File: src/rtl/fdpio_pkg.sv
`timescale 1ns/1ps
package fdpio_pkg;

    localparam logic [2:0] ADDR_CTRL = 3'd2;
    localparam logic [2:0] ADDR_STAT = 3'd4;
    localparam logic [2:0] ADDR_DATA = 3'd5;

    localparam int          CTRL_DMA_BIT = 3;
    localparam logic [7:0]  CTRL_RESET   = 8'h08;
    localparam logic [7:0]  OP_PIO_READ  = 8'hE6;

    localparam int CMD_BYTES = 9;
    localparam int RES_BYTES = 7;

    localparam logic [7:0] STAT_RQM  = 8'h80;
    localparam logic [7:0] STAT_DIO  = 8'h40;
    localparam logic [7:0] STAT_NDMA = 8'h20;
    localparam logic [7:0] STAT_BUSY = 8'h10;

    localparam logic [7:0] ST0_DONE = 8'h04;
    localparam logic [7:0] ST0_OVER = 8'h20;
    localparam logic [7:0] ST1_OVER = 8'h80;

    typedef enum logic [1:0] {
        PH_CMD  = 2'd0,
        PH_DATA = 2'd1,
        PH_RES  = 2'd2
    } phase_t;

    typedef struct packed {
        logic [7:0] cyl;
        logic [7:0] head;
        logic [7:0] sector;
        logic [7:0] size;
        logic [7:0] last_sec;
    } cmd_t;

    typedef struct packed {
        logic [7:0] st0;
        logic [7:0] st1;
        logic [7:0] st2;
        logic [7:0] cyl;
        logic [7:0] head;
        logic [7:0] sec;
        logic [7:0] size;
    } res_t;

    function automatic logic [7:0] pattern_byte(input logic [7:0] sec,
                                                input logic [15:0] ofs);
        logic [7:0] mix;
        mix = sec * 8'd37 + ofs[7:0];
        return mix ^ ofs[15:8];
    endfunction

    function automatic logic [7:0] next_sector(input logic [7:0] sec,
                                               input logic [7:0] spt);
        return (sec >= spt) ? 8'd1 : sec + 8'd1;
    endfunction

endpackage

File: src/rtl/fdpio_cmd.sv
`timescale 1ns/1ps
module fdpio_cmd
    import fdpio_pkg::*;
(
    input  logic       clk,
    input  logic       rst,
    input  logic       wr_en,
    input  logic [7:0] wdata,
    input  logic       allow_start,
    output logic       busy,
    output logic       done,
    output cmd_t       cmd
);
    localparam int CNT_W = $clog2(CMD_BYTES);
    localparam logic [CNT_W-1:0] LAST_IDX = CNT_W'(CMD_BYTES - 1);

    logic [CNT_W-1:0] cnt_q;

    assign busy = (cnt_q != '0);
    assign done = wr_en && (cnt_q == LAST_IDX);

    always_ff @(posedge clk) begin
        if (rst) begin
            cnt_q <= '0;
        end else if (wr_en) begin
            if (cnt_q == '0) begin
                if (allow_start && wdata == OP_PIO_READ)
                    cnt_q <= CNT_W'(1);
            end else if (cnt_q == LAST_IDX) begin
                cnt_q <= '0;
            end else begin
                cnt_q <= cnt_q + CNT_W'(1);
            end
        end
    end

    always_ff @(posedge clk) begin
        if (rst) begin
            cmd <= '0;
        end else if (wr_en) begin
            case (cnt_q)
                CNT_W'(2): cmd.cyl      <= wdata;
                CNT_W'(3): cmd.head     <= wdata;
                CNT_W'(4): cmd.sector   <= wdata;
                CNT_W'(5): cmd.size     <= wdata;
                CNT_W'(6): cmd.last_sec <= wdata;
                default: ;
            endcase
        end
    end
endmodule

File: src/rtl/fdpio_xfer.sv
`timescale 1ns/1ps
module fdpio_xfer
    import fdpio_pkg::*;
#(
    parameter int SPT      = 18,
    parameter int MAX_SIZE = 3
) (
    input  logic       clk,
    input  logic       rst,
    input  logic       start,
    input  logic [7:0] start_sec,
    input  logic [7:0] end_sec,
    input  logic [7:0] size_code,
    input  logic       advance,
    output logic [7:0] byte_o,
    output logic [7:0] cur_sec,
    output logic       last
);
    localparam int OFS_W = 7 + MAX_SIZE;
    localparam int SZ_W  = $clog2(MAX_SIZE + 1);
    localparam logic [7:0] SPT_B = 8'(SPT);
    localparam logic [7:0] MAX_B = 8'(MAX_SIZE);

    logic [OFS_W-1:0] ofs_q;
    logic [OFS_W-1:0] len_m1_q;
    logic [7:0]       sec_q;
    logic [7:0]       remain_q;

    logic [SZ_W-1:0]  szc;
    logic [OFS_W:0]   full_len;

    always_comb begin
        szc      = (size_code > MAX_B) ? SZ_W'(MAX_SIZE) : SZ_W'(size_code);
        full_len = (OFS_W+1)'(128) << szc;
    end

    assign byte_o  = pattern_byte(sec_q, 16'(ofs_q));
    assign cur_sec = sec_q;
    assign last    = (remain_q == 8'd1) && (ofs_q == len_m1_q);

    always_ff @(posedge clk) begin
        if (rst) begin
            ofs_q    <= '0;
            len_m1_q <= '0;
            sec_q    <= 8'd1;
            remain_q <= 8'd0;
        end else if (start) begin
            ofs_q    <= '0;
            len_m1_q <= full_len[OFS_W-1:0] - OFS_W'(1);
            sec_q    <= start_sec;
            remain_q <= (end_sec >= start_sec) ? (end_sec - start_sec + 8'd1) : 8'd1;
        end else if (advance) begin
            if (ofs_q == len_m1_q) begin
                ofs_q    <= '0;
                sec_q    <= next_sector(sec_q, SPT_B);
                remain_q <= remain_q - 8'd1;
            end else begin
                ofs_q <= ofs_q + OFS_W'(1);
            end
        end
    end
endmodule

File: src/rtl/fdpio_result.sv
`timescale 1ns/1ps
module fdpio_result
    import fdpio_pkg::*;
(
    input  logic       clk,
    input  logic       rst,
    input  logic       load,
    input  res_t       rec,
    input  logic       advance,
    output logic [7:0] byte_o,
    output logic       last
);
    localparam int IDX_W = $clog2(RES_BYTES);
    localparam logic [IDX_W-1:0] LAST_IDX = IDX_W'(RES_BYTES - 1);

    logic [RES_BYTES*8-1:0] vec_q;
    logic [IDX_W-1:0]       idx_q;

    assign byte_o = vec_q[(RES_BYTES-1-int'(idx_q))*8 +: 8];
    assign last   = (idx_q == LAST_IDX);

    always_ff @(posedge clk) begin
        if (rst) begin
            vec_q <= '0;
            idx_q <= '0;
        end else if (load) begin
            vec_q <= rec;
            idx_q <= '0;
        end else if (advance) begin
            idx_q <= last ? '0 : idx_q + IDX_W'(1);
        end
    end
endmodule

File: src/rtl/fdpio_read_engine.sv
`timescale 1ns/1ps
module fdpio_read_engine
    import fdpio_pkg::*;
#(
    parameter int SPT      = 18,
    parameter int MAX_SIZE = 3
) (
    input  logic       clk,
    input  logic       rst,
    input  logic [2:0] bus_addr,
    input  logic       bus_wr,
    input  logic [7:0] bus_wdata,
    input  logic       bus_rd,
    output logic [7:0] bus_rdata,
    output logic       irq
);
    localparam logic [7:0] SPT_B = 8'(SPT);

    logic [7:0] ctrl_q;
    phase_t     phase_q;
    logic       irq_q;

    logic       cmd_wr, cmd_done, cmd_busy;
    cmd_t       cmd;
    logic       data_rd, xfer_adv, xfer_last;
    logic [7:0] xfer_byte, xfer_sec;
    logic       res_load, res_adv, res_last;
    logic [7:0] res_byte;
    res_t       res_rec;
    logic       overrun;
    logic [7:0] status;

    assign cmd_wr   = bus_wr && (bus_addr == ADDR_DATA) && (phase_q == PH_CMD);
    assign data_rd  = bus_rd && (bus_addr == ADDR_DATA);
    assign xfer_adv = data_rd && (phase_q == PH_DATA);
    assign res_adv  = data_rd && (phase_q == PH_RES);
    assign res_load = xfer_adv && xfer_last;
    assign overrun  = (cmd.last_sec > SPT_B);

    always_comb begin
        res_rec.st0  = overrun ? ST0_OVER : ST0_DONE;
        res_rec.st1  = overrun ? ST1_OVER : 8'h00;
        res_rec.st2  = 8'h00;
        res_rec.cyl  = cmd.cyl;
        res_rec.head = cmd.head;
        res_rec.sec  = next_sector(xfer_sec, SPT_B);
        res_rec.size = cmd.size;
    end

    fdpio_cmd u_cmd (
        .clk         (clk),
        .rst         (rst),
        .wr_en       (cmd_wr),
        .wdata       (bus_wdata),
        .allow_start (!ctrl_q[CTRL_DMA_BIT]),
        .busy        (cmd_busy),
        .done        (cmd_done),
        .cmd         (cmd)
    );

    fdpio_xfer #(.SPT(SPT), .MAX_SIZE(MAX_SIZE)) u_xfer (
        .clk       (clk),
        .rst       (rst),
        .start     (cmd_done),
        .start_sec (cmd.sector),
        .end_sec   (cmd.last_sec),
        .size_code (cmd.size),
        .advance   (xfer_adv),
        .byte_o    (xfer_byte),
        .cur_sec   (xfer_sec),
        .last      (xfer_last)
    );

    fdpio_result u_res (
        .clk     (clk),
        .rst     (rst),
        .load    (res_load),
        .rec     (res_rec),
        .advance (res_adv),
        .byte_o  (res_byte),
        .last    (res_last)
    );

    always_ff @(posedge clk) begin
        if (rst) begin
            ctrl_q <= CTRL_RESET;
        end else if (bus_wr && bus_addr == ADDR_CTRL) begin
            ctrl_q <= bus_wdata;
        end
    end

    always_ff @(posedge clk) begin
        if (rst) begin
            phase_q <= PH_CMD;
            irq_q   <= 1'b0;
        end else begin
            case (phase_q)
                PH_CMD: begin
                    if (cmd_done) phase_q <= PH_DATA;
                end
                PH_DATA: begin
                    if (res_load) begin
                        phase_q <= PH_RES;
                        irq_q   <= 1'b1;
                    end
                end
                default: begin
                    if (res_adv && res_last) begin
                        phase_q <= PH_CMD;
                        irq_q   <= 1'b0;
                    end
                end
            endcase
        end
    end

    always_comb begin
        case (phase_q)
            PH_CMD:  status = STAT_RQM | (cmd_busy ? STAT_BUSY : 8'h00);
            PH_DATA: status = STAT_RQM | STAT_DIO | STAT_NDMA | STAT_BUSY;
            default: status = STAT_RQM | STAT_DIO | STAT_BUSY;
        endcase
    end

    always_comb begin
        case (bus_addr)
            ADDR_CTRL: bus_rdata = ctrl_q;
            ADDR_STAT: bus_rdata = status;
            ADDR_DATA: begin
                case (phase_q)
                    PH_DATA: bus_rdata = xfer_byte;
                    PH_RES:  bus_rdata = res_byte;
                    default: bus_rdata = 8'h00;
                endcase
            end
            default:   bus_rdata = 8'h00;
        endcase
    end

    assign irq = irq_q;
endmodule

File: config.mk
export PLATFORM = sky130hd
export DESIGN_NAME = fdpio_read_engine
export DESIGN_NICKNAME = d
export VERILOG_FILES = /design/src/rtl/fdpio_pkg.sv /design/src/rtl/fdpio_cmd.sv /design/src/rtl/fdpio_xfer.sv /design/src/rtl/fdpio_result.sv /design/src/rtl/fdpio_read_engine.sv
export SDC_FILE = /design/constraint.sdc
export NUM_CORES = 1
export LEC_CHECK = 0
export ABC_AREA = 1
export BUFFER_PORTS_ARGS = -buffer_cell sky130_fd_sc_hd__buf_4
export CAP_MARGIN = 20
export CORE_ASPECT_RATIO = 0.7
export CORE_MARGIN = 3
export CORE_UTILIZATION = 65
export CTS_BUF_LIST = sky130_fd_sc_hd__clkbuf_8
export DETAILED_ROUTE_END_ITERATION = 16
export GPL_TIMING_DRIVEN = 0
export PLACE_DENSITY = 0.93
export SYNTH_ARGS = -nofsm -noshare
export SYNTH_HDL_FRONTEND = slang
export SYNTH_HIERARCHICAL = 1
export SYNTH_SLANG_ARGS = --single-unit
File: constraint.sdc
create_clock -name clk -period 4.5 [get_ports clk]
set_clock_uncertainty 0.15 [all_clocks]
set_input_delay 0.675 -clock clk [delete_from_list [all_inputs] [get_ports clk]]
set_output_delay 0.675 -clock clk [all_outputs]
set_load 0.005 [all_outputs]
Yosys cells after proc, flatten, opt, wreduce, memory -nomap -nowiden

Index checks and enable logic that the tools add are counted.

Add/sub/neg operators: 10
Equality and inequality tests: 18
Bitwise gates (word level): 2
Order comparisons: 4
Muxes and demuxes: 27
Reduce and logical (&&, ||, !) cells: 30
Multiply operators: 1
Shift-type cells: 2

Operator list:

| cell                    | count |
|---|---|
| $mux W8                 | 9 |
| $shiftx A56 B32 Y8      | 1 |
| $pmux W8 S3             | 1 |
| $add A8 B1 Y8 const B   | 2 |
| $pmux W8 S2             | 1 |
| $pmux W7 S2             | 1 |
| $reduce_and A2 Y1       | 7 |
| $eq A4 B3 Y1 const B    | 3 |
| $mux W4                 | 3 |
| $logic_and A1 B1 Y1     | 11 |
| $add A10 B1 Y10 const B | 1 |
| $eq A10 B10 Y1          | 1 |
| $mux W10                | 1 |
| $shl A8 B2 Y10 const A  | 1 |
| $sub A10 B1 Y10 const B | 1 |
| $eq A3 B3 Y1 const B    | 3 |
| $add A8 B8 Y8           | 1 |
| $eq A4 B2 Y1 const B    | 2 |
| $eq A8 B1 Y1 const B    | 1 |
| $eq A8 B8 Y1 const B    | 1 |
| $ge A8 B5 Y1 const B    | 1 |
| $ge A8 B8 Y1            | 1 |
| $gt A8 B2 Y1 const B    | 1 |
| $gt A8 B5 Y1 const B    | 1 |
| 28 further kinds        | 38 |

Output and inout port bits: 9
Bits in registers: 142

Longest topological paths before layout

Depth in word-level cells: 6
Mapped depth: 16

By module

The synthesis kept the hierarchy.

Modules (own cells, without submodules):

| module            | cells an instance | times used | area each (µm²) | seq. area each (µm²) |
|---|---|---|---|---|
| fdpio_xfer        | 410               | 1          | 2935.3          | 600.6 |
| fdpio_result      | 419               | 1          | 2720.1          | 1181.1 |
| fdpio_cmd         | 230               | 1          | 1760.4          | 880.8 |
| fdpio_read_engine | 148               | 1          | 937.1           | 220.2 |

Least setup slack after synthesis

No wires, ideal clock.

Path kind: reg2out
Start point: register u_xfer.sec_q[4] (netlist: u_xfer/cur_sec[4])
End point: output bus_rdata[7]
Slack: 0.773 ns
Path buffers: 0
Data arrival time: 2.902 ns
Cell stages (with the launch flop): 15
Data required time: 3.675 ns
Cell sequence: dfxtp_1 -> ha_1 -> ha_1 -> fa_1 -> inv_1 -> fa_1 -> inv_1 -> ha_1 -> nand2_1 -> nand2_1 -> nand3_1 -> nand2_1 -> a22o_1 -> nand2_1 -> nand2_1

Longest elaborated chain between the ends: 5

RTL lines:

| element                  | RTL line                 | text |
|---|---|---|
| start: declaration       | fdpio_xfer.sv:26         | `logic [7:0] sec_q;` |
| start signal: assignment | fdpio_xfer.sv:50         | `sec_q <= start_sec;` |
| start signal: assignment | fdpio_xfer.sv:55         | `sec_q <= next_sector(sec_q, SPT_B);` |
| $mul A8 B6 Y8            | fdpio_pkg.sv:51          | `mix = sec * 8'd37 + ofs[7:0];` |
| $add A8 B8 Y8            | fdpio_pkg.sv:51          |  |
| $xor A8 B2 Y8            | fdpio_pkg.sv:52          | `return mix ^ ofs[15:8];` |
| net xfer_byte[7]         | fdpio_read_engine.sv:26  | `logic [7:0] xfer_byte, xfer_sec;` |
| $pmux W8 S2              | fdpio_read_engine.sv:130 | `case (phase_q)` |
| $pmux W8 S3              | fdpio_read_engine.sv:126 | `case (bus_addr)` |
| end: declaration         | fdpio_read_engine.sv:14  | `output logic [7:0] bus_rdata,` |

The timed path passes the listed nets, and every way through them passes these cells.

Worst setup path after layout

Start point: register u_xfer.sec_q[6] (netlist: u_xfer/cur_sec[6])
End point: output bus_rdata[7]

The elaborated chain is that of the path after synthesis.

==> flow_summary.ini <==
[clocking]
cts.htree.levels = 4
insertion_delay_ps = 470
hold_buffers = 0
root_buffer = clkbuf_8
clk_pin_slew_ps = 90
numClockSinks = 144
cts_tree = done
numCtsBuffers = 17
cts_buffer_depth = 2

[synth]
synth-edff-count = 0
ys_seq_area_share_pct = 34.51
synthArstFlopShare_pct = 0
postSynthCellCount = 1207
synth_cell_types = 46
avgSynthCellArea_um2 = 6.920
synth_top_area_share_pct = 34.51
synth_top_cell_by_area = dfxtp_1
synthFlopType = dfxtp_1
synth_area_leaders = dfxtp_1 (35%), nand2_1 (11%), nor2_1 (8.9%), ha_1 (8.1%), inv_1 (5.8%)
synth_area_um2 = 8353
yosys_warnings = 6
synth_seq_cells = 144

[timing]
setup_viol = 0
hold_viol = 0
worst_slack_ps = 170.8
max_slew.worst_pin.slew_ps = 621.6
maxSlewViolCount = 0
fmax_mhz = 231.0
slew_headroom_pct = 58.24
period_minus_slack_ps = 4329
fin_crit_sh_pct = 96.20

[grt]
grt_util_all_layers_pct = 31.33
antenna_found_initial = 0
first_global_vias = 7326
grt_pass1_wl_mm = 35.65
grt.overflow.total = 0
grt_max_degree = 17

[placed_design]
place_ws_ps = 373.7
hpwl_mm = 16.19
io_buffers = 23
gp_congestion = 0.9618
place_area_um2 = 8808

[die]
rows = 33
pin_count = 24
core-area_um2 = 12140
die_w_um = 141.5
die_area_um2 = 14270
initial_utilization_pct = 68.81
fp.dieH_um = 100.8

[finish]
fill_cells = 922
design_area_um2 = 9310
seq_area_um2 = 2904
antennaDiodeCount = 0
nets = 1353
multi_input_area_um2 = 4848
synthToLayoutAreaGrowth_pct = 11.46
drive_gt1_share_pct = 10.56

[critical_path]
worstPathArrival_ps = 3500
critPathKind = reg -> out
critical_path.startpoint_type = register
r2r_cells = 12
endpoint_kind = output port
required_ps = 3670
critPathMaxFanout = 4

[pwr]
ir_drop_mv = 0.2143
power_density_nw_per_um2 = 276.1
p_int_w = 0.001823
total_power_w = 0.002571
power.leakage_nw = 4.293
p_clk_share_pct = 39.9
switching_share_pct = 29.06
p_sw_w = 0.0007471
p_seq_share_pct = 50.3
combPwrFrac_pct = 9.8

[detailed_routing]
drt-pass1-iter-count = 7
num_vias = 8349
routed_via_density = 5.778
drc_errors = 0
drt-initial-drc-count = 1091
drt-total-wl_mm = 22.65
drtAntennaViolNets = 0
routedWlPerCell_um = 15.67

[flow_run]
cap_viol_max_count = 0

[outcome]
status = finished, final reports clean

[min_path]
hp-class = reg -> reg
min_delay_path_depth = 2
==> path summary, 6_finish.rpt <==
kind	slack [ps]	from	end
setup / recovery	170	u_xfer/cur_sec[6]	bus_rdata[7]
hold / removal	310	u_res/vec_q[50]	u_res/vec_q[50]
setup reg to reg	1340	phase_q[1]	u_xfer/cur_sec[4]
hold reg to reg	310	u_res/vec_q[50]	u_res/vec_q[50]
==> layer usage <==
| metal | global-route usage [%] | part of all wire (%) | vias up |
|---|---|---|---|
| met1 | 45.85 | 44 | 3787 |
| li1 | - | - | 3989 |
| met3 | 8.203 | 12 | 65 |
| met4 | 8.997 | 2.6 | 0 |
| met5 | 0 | 0 | - |
| met2 | 45.66 | 42 | 508 |
==> per-stage QoR <==
step                cells  TNS, ps  util [%]  hold slack, ps
detailed placement   1410        0     72.56           300.7
finish               1445        0     76.70           311.1
CTS                  1443        0     75.83           309.9
global placement     1410        0     72.56           293.5
global route         1445   -7.356     76.70           328.4
floorplan            1230        0         -           279.1
==> final cells by class <==
| cell class | count | area share, % |
|---|---|---|
| buffer | 46 | 2.634 |
| clock buffer | 17 | 2.513 |
| clock inverter | 15 | 1.572 |
| inverter | 144 | 5.806 |
| multi-input combinational | 896 | 52.08 |
| sequential | 144 | 31.19 |
| tap | 157 | 2.110 |
| timing repair buffer | 26 | 2.096 |
==> critical path, stage by stage, from the launching register on <==
cell	delay (ps)
dfxtp_4	380
ha_4	280
ha_4	190
fa_1	530
inv_1	50
fa_1	530
inv_2	60
ha_4	260
nand2_1	50
nand2_1	80
inv_1	40
nand2_1	50
nand2_1	40
a22o_1	220
nand2_1	80
nand2_2	70
buf_4	140
==> Yosys cell counts, types with 11 or more instances <==
master and instances:
o21ai_0 90, clkbuf_1 17, xor2_1 17, a21oi_1 76, a22o_1 11, nand2_1 241, inv_1 130, nor2_1 197
buf_2 18, nand4_1 14, ha_1 54, dfxtp_1 144, nand3_1 95
==> power by group through the flow <==
stage | combinational, W | sequential (W) | clock (W)
after floorplan | 0.000163 | 0.00132 | 0
after CTS | 0.000238 | 0.00129 | 0.00102
after detailed placement | 0.000233 | 0.00133 | 0
after global placement | 0.000229 | 0.00132 | 0
final | 0.000252 | 0.00129 | 0.00103
after global routing | 0.000275 | 0.00130 | 0.00108
==> timing repair <==
| item | 4_1_cts | 5_1_grt |
|---|---|---|
| endpoints found under the setup margin | 2 | 2 |
| resized for setup | 6 | 15 |
| endpoints found under the hold margin | 0 | 0 |
| buffers inserted | 1 | 2 |
==> kinds of logic (layout without fill, tap and decap cells) <==
| group | after synthesis | in the layout | share of synthesized area (%) |
|---|---|---|---|
| AO/OA/AOI/OAI | 206 | 206 | 13.78 |
| XOR/XNOR | 26 | 26 | 2.726 |
| adder cells (fa/ha/maj) | 63 | 63 | 10.25 |
| buffers and inverters | 190 | 248 | 9.407 |
| flip-flops | 144 | 144 | 34.51 |
| other | 1 | 24 | 0.04489 |
| AND/OR/NAND/NOR | 577 | 577 | 29.28 |
==> registers in the layout (all words and copies together) (netlist names) <==
register	count
u_xfer/cur_sec	8
ctrl_q	8
u_res/idx_q	3
phase_q	2
u_cmd/cmd	40
u_xfer/ofs_q	10
irq	1
u_cmd/cnt_q	4
u_res/vec_q	56
u_xfer/remain_q	8
u_xfer/len_m1_q	4
==> placed cells by master (no fill, tap or decap), types with 9 or more instances in the layout <==
master    count
a21oi_1      76
a22o_1       11
buf_2        18
buf_4        28
clkbuf_1     17
clkbuf_8     18
conb_1       24
dfxtp_1     137
fa_1          9
ha_1         48
inv_1       129
nand2_1     240
nand3_1      95
nand4_1      14
nor2_1      197
o21ai_0      89
xnor2_1       9
xor2_1       17
No activity file was read; power rests on OpenSTA's default activity.
